**config.mk**
```make
export PLATFORM = sky130hd
export DESIGN_NAME = pt_walker
export DESIGN_NICKNAME = d
export VERILOG_FILES = /design/src/rtl/ptw_pkg.sv /design/src/rtl/ptw_addr_gen.sv /design/src/rtl/ptw_leaf_check.sv /design/src/rtl/pt_walker.sv
export SDC_FILE = /design/constraint.sdc
export NUM_CORES = 1
export LEC_CHECK = 0
export ABC_AREA = 1
export BUFFER_PORTS_ARGS = -buffer_cell sky130_fd_sc_hd__clkbuf_2
export CAP_MARGIN = 15
export CELL_PAD_IN_SITES_DETAIL_PLACEMENT = 0
export CELL_PAD_IN_SITES_GLOBAL_PLACEMENT = 1
export CORE_MARGIN = 5
export CORE_UTILIZATION = 39
export DETAILED_ROUTE_END_ITERATION = 10
export GPL_ROUTABILITY_DRIVEN = 1
export GPL_TIMING_DRIVEN = 0
export PLACE_DENSITY = 0.93
export SLEW_MARGIN = 0
export SYNTH_ARGS = -nofsm -noshare
export SYNTH_HDL_FRONTEND = slang
export SYNTH_SLANG_ARGS = --single-unit
```
**constraint.sdc**
```tcl
create_clock -name clk -period 3.9 [get_ports clk]
set_clock_uncertainty 0.05 [all_clocks]
set_input_delay 0.39 -clock clk [delete_from_list [all_inputs] [get_ports clk]]
set_output_delay 0.39 -clock clk [all_outputs]
set_load 0.005 [all_outputs]
```
**src/rtl/ptw_pkg.sv**
```systemverilog
package ptw_pkg;
  localparam int PTE_PRESENT_BIT = 0;
  localparam int PTE_WRITE_BIT   = 1;
  localparam int PTE_USER_BIT    = 2;

  typedef enum logic [2:0] {
    ST_IDLE,
    ST_L1_REQ,
    ST_L1_WAIT,
    ST_L2_REQ,
    ST_L2_WAIT,
    ST_DONE
  } walk_state_e;
endpackage

```
**src/rtl/ptw_addr_gen.sv**
```systemverilog
module ptw_addr_gen #(
  parameter int AW    = 32,
  parameter int IDX_W = 10
) (
  input  logic [AW-1:0]    table_base,
  input  logic [IDX_W-1:0] idx,
  output logic [AW-1:0]    entry_addr
);
  localparam int PAD_W = AW - IDX_W - 2;

  assign entry_addr = table_base + {{PAD_W{1'b0}}, idx, 2'b00};
endmodule

```
**src/rtl/ptw_leaf_check.sv**
```systemverilog
module ptw_leaf_check #(
  parameter int PTE_W = 32
) (
  input  logic [PTE_W-1:0] pte,
  input  logic             is_write,
  input  logic             is_user,
  output logic             pg_fault,
  output logic             rights_fault
);
  import ptw_pkg::*;

  logic denied;
  assign denied       = (is_write && !pte[PTE_WRITE_BIT]) || (is_user && !pte[PTE_USER_BIT]);
  assign pg_fault     = !pte[PTE_PRESENT_BIT];
  assign rights_fault = pte[PTE_PRESENT_BIT] && denied;
endmodule

```
**src/rtl/pt_walker.sv**
```systemverilog
module pt_walker #(
  parameter int VA_W  = 32,
  parameter int OFF_W = 12,
  parameter int IDX_W = 10,
  parameter int PTE_W = 32
) (
  input  logic             clk,
  input  logic             rst_n,
  input  logic             start,
  input  logic [PTE_W-1:0] ptbr,
  input  logic [VA_W-1:0]  va,
  input  logic             acc_write,
  input  logic             acc_user,
  output logic             mem_req_valid,
  input  logic             mem_req_ready,
  output logic [PTE_W-1:0] mem_req_addr,
  input  logic             mem_rsp_valid,
  output logic             mem_rsp_ready,
  input  logic [PTE_W-1:0] mem_rsp_data,
  output logic             done,
  output logic [PTE_W-1:0] pa,
  output logic             page_fault,
  output logic             prot_fault
);
  import ptw_pkg::*;

  localparam int FRAME_W = PTE_W - OFF_W;
  localparam int LEVELS  = 2;

  walk_state_e      state_q;
  logic [VA_W-1:0]  va_q;
  logic [PTE_W-1:0] root_q, leaf_base_q, pa_q;
  logic             wr_q, usr_q, pf_q, prot_q;

  logic [PTE_W-1:0] tbase [LEVELS];
  logic [IDX_W-1:0] tidx  [LEVELS];
  logic [PTE_W-1:0] eaddr [LEVELS];

  assign tbase[0] = root_q;
  assign tbase[1] = leaf_base_q;
  assign tidx[0]  = va_q[VA_W-1 -: IDX_W];
  assign tidx[1]  = va_q[OFF_W +: IDX_W];

  for (genvar g = 0; g < LEVELS; g++) begin : g_level
    ptw_addr_gen #(.AW(PTE_W), .IDX_W(IDX_W)) u_ag (
      .table_base (tbase[g]),
      .idx        (tidx[g]),
      .entry_addr (eaddr[g])
    );
  end

  logic leaf_pf, leaf_prot;
  ptw_leaf_check #(.PTE_W(PTE_W)) u_chk (
    .pte          (mem_rsp_data),
    .is_write     (wr_q),
    .is_user      (usr_q),
    .pg_fault     (leaf_pf),
    .rights_fault (leaf_prot)
  );

  logic unused_pte_bits;
  assign unused_pte_bits = ^mem_rsp_data[OFF_W-1:PTE_USER_BIT+1];

  assign mem_req_valid = (state_q == ST_L1_REQ) || (state_q == ST_L2_REQ);
  assign mem_req_addr  = (state_q == ST_L2_REQ) ? eaddr[1] : eaddr[0];
  assign mem_rsp_ready = (state_q == ST_L1_WAIT) || (state_q == ST_L2_WAIT);
  assign done          = (state_q == ST_DONE);
  assign pa            = pa_q;
  assign page_fault    = pf_q;
  assign prot_fault    = prot_q;

  always_ff @(posedge clk) begin
    if (!rst_n) begin
      state_q     <= ST_IDLE;
      va_q        <= '0;
      root_q      <= '0;
      leaf_base_q <= '0;
      pa_q        <= '0;
      wr_q        <= 1'b0;
      usr_q       <= 1'b0;
      pf_q        <= 1'b0;
      prot_q      <= 1'b0;
    end else begin
      case (state_q)
        ST_IDLE: if (start) begin
          va_q    <= va;
          root_q  <= ptbr;
          wr_q    <= acc_write;
          usr_q   <= acc_user;
          state_q <= ST_L1_REQ;
        end
        ST_L1_REQ: if (mem_req_ready) state_q <= ST_L1_WAIT;
        ST_L1_WAIT: if (mem_rsp_valid) begin
          if (!mem_rsp_data[PTE_PRESENT_BIT]) begin
            pf_q    <= 1'b1;
            prot_q  <= 1'b0;
            pa_q    <= '0;
            state_q <= ST_DONE;
          end else begin
            leaf_base_q <= {mem_rsp_data[PTE_W-1 -: FRAME_W], {OFF_W{1'b0}}};
            state_q     <= ST_L2_REQ;
          end
        end
        ST_L2_REQ: if (mem_req_ready) state_q <= ST_L2_WAIT;
        ST_L2_WAIT: if (mem_rsp_valid) begin
          pf_q    <= leaf_pf;
          prot_q  <= leaf_prot;
          pa_q    <= (leaf_pf || leaf_prot) ? '0
                     : {mem_rsp_data[PTE_W-1 -: FRAME_W], va_q[OFF_W-1:0]};
          state_q <= ST_DONE;
        end
        ST_DONE: state_q <= ST_IDLE;
        default: state_q <= ST_IDLE;
      endcase
    end
  end

  assert_req_hold_R4: assert property (@(posedge clk) disable iff (!rst_n)
    (mem_req_valid && !mem_req_ready) |=> (mem_req_valid && $stable(mem_req_addr)));

  assert_done_pulse_R10: assert property (@(posedge clk) disable iff (!rst_n)
    done |=> !done);

  assert_fault_excl_R9: assert property (@(posedge clk) disable iff (!rst_n)
    done |-> !(page_fault && prot_fault));

  assert_offset_kept_R6: assert property (@(posedge clk) disable iff (!rst_n)
    (done && !page_fault && !prot_fault) |-> (pa[OFF_W-1:0] == va_q[OFF_W-1:0]));

  assert_busy_ignore_R11: assert property (@(posedge clk) disable iff (!rst_n)
    (state_q != ST_IDLE && start) |=> $stable(va_q));

  assert_l1_stop_R7: assert property (@(posedge clk) disable iff (!rst_n)
    (mem_rsp_ready && !mem_req_valid && state_q == ST_L1_WAIT && mem_rsp_valid
     && !mem_rsp_data[PTE_PRESENT_BIT]) |=> (done && page_fault));
endmodule

```
==> results.yml <==
yosys:
  synth-edff-count: 0
  synth_largest_area_cell: "dfxtp_1"
  synth.most_common_cell: "nand2_1"
  synth.distinct_cells: 34
  synth_area_leaders: "dfxtp_1, nand2_1, a21oi_1"
  synthMuxAreaShare_pct: 0
  ys_warn_count: 0
  synth_compound_area_share_pct: 18.2
  syn-instance-count: 899
  synth_nets: 1013
  yosys.area_share.adder_pct: 2.38
  synth_common_cells: "nand2_1, dfxtp_1, inv_1"
  syn_area_sq_mm: 0.00610
  yosysSeqAreaShare_pct: 40.4
  ys_seq_elements: 123
  synth_top_family_by_area: "simple AND/OR/NAND/NOR gates"
  synth-simple-area-share_pct: 27.2
  syn_avg_cell_area_sq_um: 6.79
  ys.flop_type: "dfxtp_1"
  synth_top_area_share_pct: 40.4
  synth-xor-area-share_pct: 1.00
  async_flop_share_pct: 0
power_and_ir_drop:
  power.density_mw_per_mm2: 623
  power_leakage_nw: 3.53
  ir_drop_uv: 332
detailed_routing:
  first_pass_iters: 5
  drcViolationCount: 0
  detail_route.wirelength_mm: 19.5
  vias: 6333
  post_drt_wl_per_cell_microns: 15.0
  via_per_inst: 4.86
  drtIter0Drc: 474
  ant_nets: 0
placement:
  port-buffer-count: 161
  dp.cells: 1271
  gp_congestion: 0.872
  dp_hpwl_mm: 15.4
  place_area_sq_mm: 0.00717
sta:
  fin_hold_ws_ps: 158
  fin_crit_sh_pct: 78.6
  worstMarginPinSlew_ps: 535
  fmax_ghz: 0.326
  slew_violations: 0
  setup_viol: 0
  grt_setup_unrepaired: "no"
  period_needed_ps: 3070
  finalHoldViolCount: 0
  relSlewSlack_pct: 64.3
  fin_setup_tns_ps: 0
cts:
  clock_latency_ps: 430
  ctsLongestPathBuffers: 2
  cts_tree: "yes"
  cts_made_buffers: 17
  ctsHoldBuffers: 0
  htree_num_levels: 4
  cts_setup_buffers: 0
  cts_sinks: 123
  clk_pin_slew_ps: 60
  cts-root-buf: "clkbuf_16"
  cts_resized: 0
setup_path:
  cp-end-kind: "primary output"
  path_class: "flip-flop to primary output"
  cp.arrival_ps: 2630
  crit_fanout: 5
  cp-start-kind: "flip-flop"
  crit_required_ps: 3460
floorplanning:
  die_y_microns: 135
  die_x_microns: 135
  core_area_sq_mm: 0.0153
  initial_core_util_pct: 40.0
  rows: 45
  boundaryPins: 172
  dieArea_sq_mm: 0.0182
layout:
  stdcell_area_sq_mm: 0.00772
  nFillCells: 1571
  multi_input_area_sq_mm: 0.00297
  regArea_sq_mm: 0.00246
  diodes: 0
  layout-drive-gt1-share_pct: 21.9
  area_delta_synth_final_pct: 26.6
  fin_nets: 1193
  finalCoreUtilization_pct: 50.6
  finalNonFillerCells: 1303
global_route:
  antenna_found_initial: 1
  first_global_vias: 5884
  grt_max_degree: 17
  grt_pass1_wl_mm: 30.3
  overflow: 0
  grtUsageTotal_pct: 21.3
run_status:
  outcome: "complete, no violations"
min_path:
  hp-class: "input port to flip-flop"
flow_run:
  maxCapViolations: 0
==> metal layers <==
| metal | GRT usage, % | up-vias | routed length, microns |
|---|---|---|---|
| li1 | - | 3279 | - |
| met1 | 27.7 | 2854 | 8770 |
| met2 | 33.9 | 169 | 9000 |
| met3 | 6.30 | 31 | 1290 |
| met4 | 7.17 | 0 | 467 |
| met5 | 0 | - | 0 |
==> path summary, 6_finish.rpt <==
kind	endpoint	cells after the start	startpoint	slack [ps]
hold / removal	pa[28]$_SDFFE_PN0P_	3	mem_rsp_data[28]	160
hold reg to reg	va_q[8]$_SDFFE_PN0P_	2	va_q[8]$_SDFFE_PN0P_	400
setup reg to reg	root_q[17]$_SDFFE_PN0P_	5	state_q[1]$_SDFFE_PN0P_	2100
setup / recovery	mem_req_addr[22]	10	va_q[22]$_SDFFE_PN0P_	830
==> registers in the layout (all words and copies together) (netlist names) <==
signal	flops
prot_fault	1
root_q	32
page_fault	1
usr_q	1
leaf_base_q	20
va_q	32
pa	32
state_q	3
wr_q	1
==> cell usage in the layout (no fill, tap or decap), types with 2 or more instances in the layout <==
cell type,count
dfxtp_1,123
buf_6,3
buf_2,17
o21ai_0,103
inv_6,7
clkinv_4,4
buf_4,2
inv_2,3
clkbuf_1,23
inv_1,109
ha_1,10
nand3_2,12
clkbuf_2,161
nand4_1,7
nor2_1,80
inv_8,2
or2_2,2
and2_1,2
a31oi_1,5
nand3_1,73
clkbuf_16,17
nor3_1,6
xnor2_1,6
nand2_2,2
a21oi_1,107
nand2_1,191
clkinv_2,3
==> cell families after synthesis <==
logic type	Yosys count
AO/OA/AOI/OAI	219
XOR/XNOR	7
adder cells (fa/ha/maj)	11
buffers and inverters	160
flip-flops	123
AND/OR/NAND/NOR	379
==> final cells by class <==
type	count	share of cell area (%)
Buffer	46	3.05
Inverter	114	5.56
Sequential cell	123	31.9
Clock buffer	17	5.51
Tap cell	211	3.42
Clock inverter	15	1.67
Timing Repair Buffer	161	10.4
Multi-Input combinational cell	616	38.5
==> power breakdown <==
part           switching, mW  internal (mW)
Clock                  0.657          0.834
Sequential             0.188           1.50
Combinational           1.04          0.583
Total                   1.89           2.92
==> worst max-delay path, cell delays in order, from the launching register on <==
cell and delay, ps:
dfxtp_1 330, ha_1 250, fa_1 460, nand3_1 120, nand3_1 170, nand3_1 150, nand3_1 210, nand3_1 130
nand3_1 140, nand2_1 110, clkbuf_2 130
==> per-stage QoR <==
| step | total power, mW | setup slack [ps] |
|---|---|---|
| 3_5_place_dp | 3.34 | 1320 |
| 6_report | 4.81 | 834 |
| 3_3_place_gp | 3.32 | 1320 |
| 4_1_cts | 4.84 | 845 |
| 5_1_grt | 5.11 | 667 |
| 2_1_floorplan | 2.68 | 1780 |
(Power assumes the default switching activity.)
